[src/rtl/pio_pkg.sv]
package pio_pkg;

    localparam int WORD_W = 16;

    typedef enum logic [1:0] {
        REG_IN_STAT  = 2'd0,
        REG_IN_DATA  = 2'd1,
        REG_OUT_STAT = 2'd2,
        REG_OUT_DATA = 2'd3
    } reg_sel_e;

    typedef struct packed {
        logic rd_in_data;
        logic wr_out_data;
        logic clr_ovr;
        logic rd_any;
    } access_t;

    function automatic access_t decode_access(input logic sel, input logic we,
                                              input logic [1:0] addr,
                                              input logic ovr_bit);
        access_t a;
        reg_sel_e r;
        r             = reg_sel_e'(addr);
        a.rd_any      = sel && !we;
        a.rd_in_data  = sel && !we && (r == REG_IN_DATA);
        a.wr_out_data = sel && we && (r == REG_OUT_DATA);
        a.clr_ovr     = sel && we && (r == REG_OUT_STAT) && ovr_bit;
        return a;
    endfunction

endpackage

[src/rtl/pio_sync_edge.sv]
module pio_sync_edge #(
    parameter int STAGES = 2
) (
    input  logic clk,
    input  logic rst,
    input  logic async_in,
    output logic rise_pulse
);
    logic [STAGES-1:0] chain;
    logic              last;

    generate
        if (STAGES == 1) begin : g_one
            always_ff @(posedge clk) begin
                if (rst) chain <= '0;
                else     chain <= async_in;
            end
        end else begin : g_many
            always_ff @(posedge clk) begin
                if (rst) chain <= '0;
                else     chain <= {chain[STAGES-2:0], async_in};
            end
        end
    endgenerate

    always_ff @(posedge clk) begin
        if (rst) last <= 1'b0;
        else     last <= chain[STAGES-1];
    end

    assign rise_pulse = chain[STAGES-1] & ~last;
endmodule

[src/rtl/pio_in_chan.sv]
module pio_in_chan #(
    parameter int DATA_W = 16
) (
    input  logic              clk,
    input  logic              rst,
    input  logic              load_pulse,
    input  logic [DATA_W-1:0] load_data,
    input  logic              cpu_take,
    output logic [DATA_W-1:0] data_q,
    output logic              ready_q
);
    always_ff @(posedge clk) begin
        if (rst) begin
            data_q  <= '0;
            ready_q <= 1'b0;
        end else if (load_pulse) begin
            data_q  <= load_data;
            ready_q <= 1'b1;
        end else if (cpu_take) begin
            ready_q <= 1'b0;
        end
    end
endmodule

[src/rtl/pio_out_chan.sv]
module pio_out_chan #(
    parameter int DATA_W = 16
) (
    input  logic              clk,
    input  logic              rst,
    input  logic              wr_req,
    input  logic [DATA_W-1:0] wr_data,
    input  logic              consume_pulse,
    input  logic              ovr_clr,
    output logic [DATA_W-1:0] data_q,
    output logic              ready_q,
    output logic              ovr_q
);
    logic accept, reject;

    assign accept = wr_req & ready_q;
    assign reject = wr_req & ~ready_q;

    always_ff @(posedge clk) begin
        if (rst) begin
            data_q  <= '0;
            ready_q <= 1'b1;
        end else if (accept) begin
            data_q  <= wr_data;
            ready_q <= 1'b0;
        end else if (consume_pulse) begin
            ready_q <= 1'b1;
        end
    end

    always_ff @(posedge clk) begin
        if (rst)          ovr_q <= 1'b0;
        else if (reject)  ovr_q <= 1'b1;
        else if (ovr_clr) ovr_q <= 1'b0;
    end
endmodule

[src/rtl/pio_regif.sv]
module pio_regif
    import pio_pkg::*;
#(
    parameter int DATA_W = 16
) (
    input  logic              clk,
    input  logic              rst,
    input  logic              sel,
    input  logic              we,
    input  logic [1:0]        addr,
    input  logic              wbit_ovr,
    input  logic              in_ready,
    input  logic [DATA_W-1:0] in_data,
    input  logic              out_ready,
    input  logic              out_ovr,
    output access_t           acc,
    output logic [DATA_W-1:0] rdata
);
    localparam int RDY_POS = DATA_W - 1;
    localparam int OVR_POS = DATA_W - 2;

    logic [DATA_W-1:0] in_stat, out_stat, rd_mux;

    assign acc = decode_access(sel, we, addr, wbit_ovr);

    always_comb begin
        in_stat           = '0;
        in_stat[RDY_POS]  = in_ready;
        out_stat          = '0;
        out_stat[RDY_POS] = out_ready;
        out_stat[OVR_POS] = out_ovr;
        unique case (reg_sel_e'(addr))
            REG_IN_STAT:  rd_mux = in_stat;
            REG_IN_DATA:  rd_mux = in_data;
            REG_OUT_STAT: rd_mux = out_stat;
            default:      rd_mux = '0;
        endcase
    end

    always_ff @(posedge clk) begin
        if (rst)             rdata <= '0;
        else if (acc.rd_any) rdata <= rd_mux;
    end
endmodule

[src/rtl/pio_port.sv]
module pio_port
    import pio_pkg::*;
#(
    parameter int DATA_W      = WORD_W,
    parameter int SYNC_STAGES = 2
) (
    input  logic              clk,
    input  logic              rst,
    input  logic              cpu_sel,
    input  logic              cpu_we,
    input  logic [1:0]        cpu_addr,
    input  logic [DATA_W-1:0] cpu_wdata,
    output logic [DATA_W-1:0] cpu_rdata,
    input  logic              dev_in_stb,
    input  logic [DATA_W-1:0] dev_in_data,
    output logic              dev_in_busy,
    input  logic              dev_out_ack,
    output logic [DATA_W-1:0] dev_out_data,
    output logic              dev_out_full
);
    localparam int OVR_POS = DATA_W - 2;

    logic              in_pulse, out_pulse;
    logic              in_ready, out_ready, out_ovr;
    logic [DATA_W-1:0] in_data, out_data;
    access_t           acc;

    pio_sync_edge #(.STAGES(SYNC_STAGES)) u_in_sync (
        .clk(clk), .rst(rst), .async_in(dev_in_stb), .rise_pulse(in_pulse));

    pio_sync_edge #(.STAGES(SYNC_STAGES)) u_out_sync (
        .clk(clk), .rst(rst), .async_in(dev_out_ack), .rise_pulse(out_pulse));

    pio_in_chan #(.DATA_W(DATA_W)) u_in (
        .clk(clk), .rst(rst), .load_pulse(in_pulse), .load_data(dev_in_data),
        .cpu_take(acc.rd_in_data), .data_q(in_data), .ready_q(in_ready));

    pio_out_chan #(.DATA_W(DATA_W)) u_out (
        .clk(clk), .rst(rst), .wr_req(acc.wr_out_data), .wr_data(cpu_wdata),
        .consume_pulse(out_pulse), .ovr_clr(acc.clr_ovr),
        .data_q(out_data), .ready_q(out_ready), .ovr_q(out_ovr));

    pio_regif #(.DATA_W(DATA_W)) u_regs (
        .clk(clk), .rst(rst), .sel(cpu_sel), .we(cpu_we), .addr(cpu_addr),
        .wbit_ovr(cpu_wdata[OVR_POS]), .in_ready(in_ready), .in_data(in_data),
        .out_ready(out_ready), .out_ovr(out_ovr), .acc(acc), .rdata(cpu_rdata));

    assign dev_in_busy  = in_ready;
    assign dev_out_full = ~out_ready;
    assign dev_out_data = out_data;
endmodule

[config.mk]
export PLATFORM = sky130hd
export DESIGN_NAME = pio_port
export DESIGN_NICKNAME = d
export VERILOG_FILES = /design/src/rtl/pio_pkg.sv /design/src/rtl/pio_sync_edge.sv /design/src/rtl/pio_in_chan.sv /design/src/rtl/pio_out_chan.sv /design/src/rtl/pio_regif.sv /design/src/rtl/pio_port.sv
export SDC_FILE = /design/constraint.sdc
export NUM_CORES = 1
export LEC_CHECK = 0
export ABC_AREA = 1
export CAP_MARGIN = 20
export CORE_MARGIN = 1
export CORE_UTILIZATION = 30
export CTS_CLUSTER_SIZE = 12
export DETAILED_ROUTE_END_ITERATION = 12
export DONT_BUFFER_PORTS = 1
export SLEW_MARGIN = 25
export SYNTH_ARGS = -nofsm -noshare
export SYNTH_HDL_FRONTEND = slang
export SYNTH_SLANG_ARGS = --single-unit
[constraint.sdc]
create_clock -name clk -period 1.3 [get_ports clk]
set_clock_uncertainty 0.15 [all_clocks]
set_input_delay 0.26 -clock clk [delete_from_list [all_inputs] [get_ports clk]]
set_output_delay 0.26 -clock clk [all_outputs]
set_load 0.005 [all_outputs]
## Word-level counts from Yosys, hierarchy flattened

Index checks and enable logic that the tools add are counted.

- Bits in registers: 57
- Bits of input ports: 40
- Output and inout bits: 34
- Logic and storage cells: 38

- Equal/unequal tests: 3
- Multiplexer cells: 7
- Bitwise operators: 7
- Reduce and logical (&&, ||, !) cells: 11

Operator list:

| operator | number |
|---|---|
| $pmux 16 s3 | 1 |
| $logic_and 1x1->1 | 6 |
| $mux 1 | 6 |
| $reduce_bool 2->1 | 3 |
| $and 1x1->1 | 4 |
| $eq 2x2->1 const B | 2 |
| $not 1->1 | 3 |
| $eq 2x1->1 const B | 1 |
| $logic_not 2->1 | 1 |
| $logic_not 1->1 | 1 |

## Logic depth before layout (Yosys ltp)

Gate-level depths: netlist of run 1.

- Word-level depth: 5
- Depth in mapped cells: 6
- Gate-level depth less buffers: 5

## Hierarchy

From an unflattened synthesis of run 1, not the netlist that was laid out.

- Cell total of the unflattened synthesis: 290
- Area total of the unflattened synthesis: 2242.2 um2

By module, submodules not included:

| module | instances | cells an instance | area each (um2) | sequential area each (um2) |
|---|---|---|---|---|
| pio_out_chan | 1 | 111 | 762.0 | 360.3 |
| pio_regif | 1 | 85 | 715.7 | 320.3 |
| pio_in_chan | 1 | 73 | 588.1 | 340.3 |
| pio_sync_edge | 2 | 10 | 86.3 | 60.1 |
| pio_port | 1 | 1 | 3.8 | 0.0 |

## Worst setup path after synthesis of run 1

No wires, ideal clock.

- Kind: reg-to-reg
- Start point: register u_out.ready_q
- End point: register u_out.data_q[10]
- Library setup time: 0.115 ns
- Arrival time: 0.889 ns
- Required time: 1.035 ns
- Path slack: 0.146 ns
- Stages on the path, launching flop included: 6
- Path buffers: 2
- Clock period less this slack: 1.154 ns
- Cells stage by stage: dfxtp_1 > buf_2 > clkbuf_1 > nand3b_1 > nand2_1 > nor2_1

- Longest elaborated chain between the ends: 1

Ends and longest elaborated chain:

| element | RTL line | source |
|---|---|---|
| start: declaration | pio_out_chan.sv:11 | `output logic ready_q,` |
| start signal: assignment | pio_out_chan.sv:22 | `ready_q <= 1'b1;` |
| start signal: assignment | pio_out_chan.sv:25 | `ready_q <= 1'b0;` |
| start signal: assignment | pio_out_chan.sv:27 | `ready_q <= 1'b1;` |
| $and 1x1->1 | pio_out_chan.sv:16 | `assign accept = wr_req & ready_q;` |
| end signal: assignment | pio_out_chan.sv:24 | `data_q <= wr_data;` |
| end: declaration | pio_out_chan.sv:10 | `output logic [DATA_W-1:0] data_q,` |

Every way passes these cells.
A chain may end at the register's enable or synchronous reset.

## Worst setup path in the final report of run 1

- Start point: register u_in_sync.chain[1]
- End point: register u_in_sync.last

RTL lines:

| element | RTL line | source |
|---|---|---|
| start: declaration | pio_sync_edge.sv:9 | `logic [STAGES-1:0] chain;` |
| start signal: assignment | pio_sync_edge.sv:21 | `else chain <= {chain[STAGES-2:0], async_in};` |
| end signal: assignment | pio_sync_edge.sv:28 | `else last <= chain[STAGES-1];` |
| end: declaration | pio_sync_edge.sv:10 | `logic last;` |

No word-level cell between the ends.

==> results_dict.tcl, run 1 <==
set metrics [dict create \
    worst-setup-path-type "reg -> reg" \
    seq_area_frac_synth_pct 52.7 \
    synth_top_cell_area_share_pct 52.7 \
    gr-max-usage-layer "met2" \
    cp_slowest_cell "dlygate4sd3_1" \
    power.density_cell_area_mw_per_mm2 1330 \
    path_cells "inv_1 > nor2_1 > dlygate4sd3_1" \
    vdd_ir_drop_max_mv 0.689 \
    grt_use_met2_pct 26.6 \
    cts_root_buf "clkbuf_8" \
    fin_tns_setup_ns 0 \
    track_usage_pct 15.1 \
    drt-total-wl_um 5190 \
    dpl.cell_count 364 \
    grt_pass1_wl_um 8420 \
    fin_crit_sh_pct 95.6 \
    final_cell_mix "56 x nor2_1, 56 x dfxtp_1, 53 x nand2_1" \
    fmax_mhz 805 \
    drv_cap 0 \
    vias 1902 \
    first_iter_violations 58 \
    ys_types 14 \
    core_mm2 0.00687 \
    path_buf_inv 2 \
    synth_area_leader_cell "dfxtp_1" \
    numCtsBuffers 9 \
    stdcell_count 412 \
    slew_headroom_pct 54.1 \
    dp_hpwl_um 3280 \
    r2r_cells 3 \
    holdPathStages 3 \
    antenna_cells 0 \
    start_kind "flop" \
    die_w_um 87.0 \
    rsz0062_at_grt "false" \
    cp-end-kind "flop" \
    yosysWarningCount 0 \
    fillCellCount 715 \
    final_nets 352 \
    netlist_area_mm2 0.00217 \
    htree_levels 3 \
    clk_path_buf_depth 2 \
    grt_max_degree 35 \
    drc 0 \
    fin_crit_ns 1.24 \
    grt_pass1_vias 1905 \
    synth-seq-cells 57 \
    first_pass_iters 4 \
    overflow 0 \
    met3_usage_pct 7.30 \
    io_buffers 0 \
    path_delay_family "buffers and inverters" \
    cts_tree "done" \
    initial_core_util_pct 31.5 \
    antenna_found_initial 0 \
    die_h_um 87.0 \
    avgSynthCellArea_um2 7.82 \
    crit_arrival_ns 1.31 \
    dieArea_mm2 0.00757 \
    drv_slew 0 \
    netlist_top_cells_area "dfxtp_1 53%, nor2_1 9.7%, nand2_1 9.2%, a21oi_1 7.6%, nand3b_1 5.5%" \
    synth_cells 277 \
    rows 30 \
    setup_violations 0 \
    worstHoldPathType "in -> reg" \
    area_growth_pct 29.3 \
    critPathMaxFanout 2 \
    use_met1_pct 15.1 \
    worstMarginPinSlew_ns 0.689 \
    routedWlPerCell_um 12.6 \
    status "completed" \
    drive_gt1_share_pct 9.18 \
    finalHoldViolCount 0 \
    ios 74 \
    cp.depth 3 \
    syn_nets 317 \
    clk-insertion-delay-late_ns 0.33 \
    routabilityCongestion 0.665 \
    cts_sinks 57 \
    max_stage_delay_ns 0.54 \
    required_ns 1.37 \
    p_leak_nw 1.14 \
    vias_per_cell 4.62 \
    clkSlewWorstSetupHoldPaths_ns 0.06 \
    antenna_left 0 \
]
-- kinds of logic after synthesis --
kind of cell / synth area share, %
simple gates: 28.5
compound gates: 12.2
buf+inv: 6.64
flops: 52.7
-- metrics by stage --
step	util [%]	area, um2	total power [mW]	hold slack [ns]	setup slack (ns)
6_report	40.8	2800	3.72	0.0151	0.0577
5_1_grt	40.8	2800	3.90	0.00581	0.00247
4_1_cts	40.7	2800	3.78	0.00323	0.0159
3_5_place_dp	33.0	2270	2.07	0.185	0.0662
3_3_place_gp	33.0	2270	2.06	0.183	0.100
2_1_floorplan	-	2170	2.03	0.179	0.146
-- what timing repair did --
action,in CTS,in global routing
endpoints found under the setup margin,1,16
cloned,0,0
hold buffers,33,0
setup buffers,0,0
endpoints found under the hold margin,49,0
pin swaps,0,0
gates resized for setup,1,2
-- tightest hold or removal path, delay by kind of cell --
| kind | cells | cell delay [ns] |
|---|---|---|
| and+or+nand+nor | 3 | 0.20 |
-- report_power, final --
group | switching (mW) | internal (mW)
Clock | 0.640 | 0.972
Combinational | 0.135 | 0.136
Sequential | 0.0346 | 1.80
-- synth_stat cells, drive strengths merged --
cell type	n
clkbuf	8
nor2	59
buf	8
nand2	56
nand3	7
o21ai	20
dfxtp	57
inv	13
nand3b	16
a21oi	33
-- flip-flops by register name (all words and copies together) (netlist names) --
| name | count |
|---|---|
| u_out_sync.last | 1 |
| u_regs.rdata | 16 |
| u_out.ready_q | 1 |
| u_in_sync.chain | 2 |
| u_in.data_q | 16 |
| u_out_sync.chain | 2 |
| u_out.data_q | 16 |
| u_out.ovr_q | 1 |
| u_in.ready_q | 1 |
| u_in_sync.last | 1 |
-- worst paths after layout --
check                startpoint  slack, ns               end
max          u_in_sync.chain[1]       0.06    u_in_sync.last
min                cpu_wdata[2]       0.02   u_out.data_q[2]
max reg2reg  u_in_sync.chain[1]       0.06    u_in_sync.last
min reg2reg     u_in.data_q[10]       0.31  u_regs.rdata[10]
-- layer usage --
layer | up-vias | part of all wire (%)
li1 | 956 | -
met1 | 851 | 40
met2 | 85 | 46
met3 | 10 | 12
met4 | 0 | 1.6
met5 | - | 0
-- final cells by class --
type,instances,area (um2),share of cell area (%)
clock inverter,3,40.0,1.43
clock buffer,12,155,5.54
sequential,57,1140,40.9
multi-input combinational,191,882,31.5
timing repair buffer,40,410,14.6
tap,96,120,4.29
inverter,13,48.8,1.74
No activity file was read; power rests on OpenSTA's default activity.
==> run 2, diff against run 1 <==
--- a/config.mk
+++ b/config.mk
@@ -8,7 +8,7 @@
 export ABC_AREA = 1
 export CAP_MARGIN = 20
 export CORE_MARGIN = 1
-export CORE_UTILIZATION = 30
+export CORE_UTILIZATION = 50
 export CTS_CLUSTER_SIZE = 12
 export DETAILED_ROUTE_END_ITERATION = 12
 export DONT_BUFFER_PORTS = 1
==> constraint.sdc (replaced) <==
create_clock -name clk -period 1.4 [get_ports clk]
set_clock_uncertainty 0.15 [all_clocks]
set_input_delay 0.28 -clock clk [delete_from_list [all_inputs] [get_ports clk]]
set_output_delay 0.28 -clock clk [all_outputs]
set_load 0.005 [all_outputs]
==> run 2 against run 1 <==
  * Global-route usage up 5.9 points
  * Sequential share of layout area up 2.4 points
  * Clock power down 16%
  * Via count down 5.1%
  * Die area down 39%
  * Critical endpoint is now dev_out_full
  * Combinational power down 14%
==> results_dict.tcl, run 2 (same netlist as run 1, synthesis figures left out) <==
set metrics [dict create \
    p_seq_share_pct 51.9 \
    status "completed" \
    p_int_mw 2.53 \
    clk-insertion-delay-late_ns 0.32 \
    antenna_found_initial 0 \
    drv_cap 0 \
    worst-setup-path-type "reg -> out" \
    clk_path_buf_depth 2 \
    fillCellCount 404 \
    path_cells "inv_1" \
    area_growth_pct 22.1 \
    routedWlPerCell_um 12.9 \
    die_w_um 67.8 \
    routabilityCongestion 0.702 \
    critPathMaxFanout 4 \
    die_h_um 67.8 \
    slew_headroom_pct 50.7 \
    p_sw_mw 0.760 \
    clkSlewWorstSetupHoldPaths_ns 0.06 \
    rows 23 \
    max_stage_delay_ns 0.42 \
    layout_commonest_cell "nor2_1" \
    antenna_cells 0 \
    setup_violations 0 \
    grt_pass1_wl_um 6930 \
    antenna_left 0 \
    grt_max_degree 33 \
    multi_input_area_um2 882 \
    cts_tree "done" \
    path_buf_inv 1 \
    final_cell_mix "56 x nor2_1, 55 x dfxtp_1, 53 x nand2_1" \
    drive_gt1_share_pct 10.3 \
    required_ns 0.97 \
    dieArea_mm2 0.00460 \
    fin_crit_ns 1.29 \
    track_usage_pct 21.0 \
    vias 1805 \
    cp-end-kind "primary output" \
    pwr-share-clk_pct 41.0 \
    io_buffers 0 \
    finalHoldViolCount 0 \
    fin_hold_ws_ns 0.0260 \
    htree_levels 3 \
    swShare_pct 23.1 \
    power.density_cell_area_mw_per_mm2 1240 \
    start_kind "flop" \
    dp_hpwl_um 2840 \
    fin_crit_sh_pct 92.4 \
    stdcell_area_mm2 0.00265 \
    final_nets 345 \
    final-seq-area_mm2 0.00114 \
    numCtsBuffers 9 \
    vdd_ir_drop_max_mv 0.929 \
    rsz0062_at_grt "false" \
    p_leak_nw 1.10 \
    top_regs "u_in.data_q x16, u_out.data_q x16, u_regs.rdata x16" \
    vias_per_cell 5.01 \
    first_iter_violations 54 \
    pwr-share-comb_pct 7.1 \
    core_mm2 0.00409 \
    worstHoldPathType "in -> reg" \
    cp_slowest_cell "dfxtp_1" \
    drc 0 \
    fin_tns_setup_ns 0 \
    worstMarginPinSlew_ns 0.740 \
    cts_root_buf "clkbuf_8" \
    fmax_mhz 773 \
    path_delay_family "flip-flops" \
    grt_pass1_vias 1534 \
    ios 74 \
    drt-total-wl_um 4660 \
    overflow 0 \
    cts_sinks 57 \
    placed_area_mm2 0.00221 \
    first_pass_iters 4 \
    initial_core_util_pct 53.0 \
    drv_slew 0 \
    crit_arrival_ns 0.86 \
]
## run 2: changes by cell type in the layout (fill, tap and decap cells not counted)
| cell | change |
|---|---|
| dfxtp_4 | -1 |
| clkinv_2 | -1 |
| buf_4 | +3 |
| clkbuf_1 | +2 |
| bufinv_16 | -1 |
| dlygate4sd3_1 | -10 |
| dfxtp_1 | -1 |
| dfxtp_2 | +2 |
| clkinvlp_4 | +1 |
## run 2: through the flow
stage,util (%),power (mW),setup WS (ns),std cells
after floorplan,-,1.88,0.246,277
after global placement,54.1,1.91,0.112,318
after global routing,64.7,3.44,0.0412,360
final,64.7,3.29,0.106,360
after detailed placement,54.1,1.91,0.0679,318
after CTS,64.1,3.32,0.0337,357
## run 2: area by class of cell
cell class | count | area share, %
flip-flops and latches | 57 | 43.2
clock buffers | 14 | 6.15
well taps | 50 | 2.37
inverters | 13 | 1.84
repair buffers | 33 | 12.6
multi-input cells | 191 | 33.3
clock inverters | 2 | 0.473
## run 2: path summary, 6_finish.rpt
check / start / endpoint / slack [ns] / cells after the start
worst max register to register: u_in_sync.chain[1] / u_in_sync.last / 0.16 / 3
worst min-delay path: cpu_wdata[0] / u_out.data_q[0] / 0.03 / 3
worst max-delay path: u_out.ready_q / dev_out_full / 0.11 / 1
worst min register to register: u_out_sync.chain[1] / u_out_sync.last / 0.28 / 2
## run 2: metal layers
metal / up-vias / wire length (um) / global-route usage [%]
met4: 0 / 72 / 12.5
met2: 58 / 2220 / 34.3
li1: 941 / - / -
met5: - / 0 / 0
met3: 7 / 381 / 7.50
met1: 799 / 1980 / 23.5
## run 2: repair_timing
item | CTS | global route
endpoints found under the setup margin | 0 | 20
hold buffers | 23 | 1
setup buffers | 0 | 3
hold endpoints to repair | 39 | 1
gates resized for setup | 0 | 3
## run 2: power by group through the flow
stage	combinational [mW]	sequential, mW	clock [mW]
6_report	0.234	1.71	1.35
5_1_grt	0.264	1.71	1.46
4_1_cts	0.226	1.71	1.39
3_5_place_dp	0.171	1.74	0
3_3_place_gp	0.169	1.74	0
2_1_floorplan	0.147	1.73	0
==> run 3, diff against run 2 <==
--- a/config.mk
+++ b/config.mk
@@ -7,8 +7,9 @@
 export LEC_CHECK = 0
 export ABC_AREA = 1
 export CAP_MARGIN = 20
+export CORE_ASPECT_RATIO = 1.4
 export CORE_MARGIN = 1
-export CORE_UTILIZATION = 50
+export CORE_UTILIZATION = 33
 export CTS_CLUSTER_SIZE = 12
 export DETAILED_ROUTE_END_ITERATION = 12
 export DONT_BUFFER_PORTS = 1
==> run 3 against run 2 <==
  * The run now ends with design-rule violations left
  * Via count grew 3.4%
  * Die area up 50%
  * Combinational power is essentially flat
  * Core utilization fell by 22 points
  * Worst hold slack lost 0.0044 ns
  * First-iteration DRC count up 17%
  * Clock power grew 21%
  * Design area is 1.9% higher
  * Sequential cell count unchanged
  * Sequential share of layout area shrank 0.85 points
  * Critical path type unchanged
  * Largest cell class unchanged
  * Largest power group unchanged
  * Highest routed layer unchanged
==> results_dict.tcl, run 3 (same netlist as run 1, synthesis figures left out) <==
set metrics [dict create \
    top_regs "u_in.data_q x16, u_out.data_q x16, u_regs.rdata x16" \
    fmax_mhz 766 \
    rsz0062_at_grt "false" \
    p_total_mw 3.57 \
    multi_input_area_um2 882 \
    setup_slack_ns 0.0940 \
    violations "design-rule violations" \
    clk_path_buf_depth 2 \
    required_ns 0.97 \
    drv_slew 0 \
    critPathMaxFanout 6 \
    initial_core_util_pct 34.4 \
    cts_root_buf "clkbuf_8" \
    dieArea_mm2 0.00690 \
    crit_arrival_ns 0.88 \
    worstMarginPinSlew_ns 0.734 \
    status "complete, but fails checks" \
    core_mm2 0.00630 \
    max_stage_delay_ns 0.42 \
    grt_pass1_vias 1749 \
    die_h_um 97.9 \
    dpl.cell_count 341 \
    grt_pass1_wl_um 8250 \
    grt_max_degree 31 \
    worstHoldPathType "in -> reg" \
    final_nets 345 \
    fin_tns_setup_ns 0 \
    io_buffers 0 \
    clkSlewWorstSetupHoldPaths_ns 0.06 \
    track_usage_pct 15.8 \
    path_buf_inv 1 \
    final_cell_mix "56 x nor2_1, 56 x dfxtp_1, 53 x nand2_1" \
    vias 1866 \
    rows 34 \
    cp-end-kind "primary output" \
    place_ws_ns 0.0814 \
    fin_hold_ws_ns 0.0217 \
    stdcell_count 381 \
    path_delay_family "flip-flops" \
    power.density_cell_area_mw_per_mm2 1320 \
    dp_hpwl_um 3290 \
    vdd_ir_drop_max_mv 0.656 \
    cts_tree "done" \
    htree_levels 3 \
    numCtsBuffers 9 \
    start_kind "flop" \
    fin_crit_sh_pct 93.3 \
    final-seq-area_mm2 0.00114 \
    regToRegSetupSlack_ns 0.21 \
    drt-total-wl_um 5110 \
    slew_headroom_pct 51.1 \
    area_growth_pct 24.4 \
    clk-insertion-delay-late_ns 0.33 \
    cp_slowest_cell "dfxtp_2" \
    p_leak_nw 1.12 \
    drv_cap 0 \
    setup_violations 0 \
    antenna_found_initial 0 \
    vias_per_cell 4.90 \
    worst-setup-path-type "reg -> out" \
    drive_gt1_share_pct 11.0 \
    placed_area_mm2 0.00223 \
    antenna_left 0 \
    fillCellCount 664 \
    ios 74 \
    die_w_um 70.5 \
    cts_sinks 57 \
    overflow 0 \
    first_iter_violations 63 \
    drc 16 \
    final_core_util_pct 42.8 \
    routabilityCongestion 0.725 \
    first_pass_iters 8 \
    routedWlPerCell_um 13.4 \
    finalHoldViolCount 0 \
    antenna_cells 0 \
    stdcell_area_mm2 0.00270 \
    fin_crit_ns 1.31 \
    path_cells "inv_1" \
]
[run 3: cell count changes in the layout (fill, tap and decap cells not counted)]
cell           change
dfxtp_2            -1
clkbuf_1           -3
buf_4              +2
clkinvlp_4         -1
clkbuf_8           +2
dlygate4sd3_1      -1
buf_12             -1
bufinv_16          +1
dfxtp_1            +1
[run 3: per-layer routing]
layer / track usage [%] / vias to the layer above / routed length, um
met5: 0 / - / 0
met4: 11.6 / 0 / 196
met3: 5.57 / 18 / 441
met2: 26.1 / 77 / 2440
met1: 16.3 / 829 / 2040
li1: - / 942 / -
[run 3: area by class of cell]
cell class                      count  share of cell area (%)
Tap cell                           72                    3.34
Clock buffer                       13                    6.64
Multi-Input combinational cell    191                    32.7
Timing Repair Buffer               33                    11.8
Clock inverter                      2                    1.30
Inverter                           13                    1.81
Sequential cell                    57                    42.4
[run 3: path summary, 6_finish.rpt]
kind,start,end,depth (start not counted)
max,u_out.ready_q,dev_out_full,1
min,cpu_wdata[11],u_out.data_q[11],3
max reg2reg,u_out_sync.chain[1],u_out_sync.last,3
min reg2reg,u_in.data_q[8],u_regs.rdata[8],2
[run 3: timing repair]
item / CTS / global route
setup endpoints to repair: 1 / 17
hold buffers: 22 / 0
setup buffers: 0 / 3
gates resized for setup: 1 / 1
gates cloned: 0 / 0
endpoints found under the hold margin: 39 / 0
pin swaps: 0 / 1
[run 3: worst register-to-register path, stage by stage (launching register included)]
cell,delay [ns]
dfxtp_1,0.30
inv_1,0.06
nor2_1,0.04
dlygate4sd3_1,0.54
[run 3: power by group]
group | leakage (nW) | total [mW] | internal [mW] | switching [mW]
Sequential | 0.463 | 1.71 | 1.68 | 0.0338
Clock | 0.112 | 1.63 | 1.00 | 0.624
Combinational | 0.545 | 0.231 | 0.111 | 0.120
Total | 1.12 | 3.57 | 2.79 | 0.778
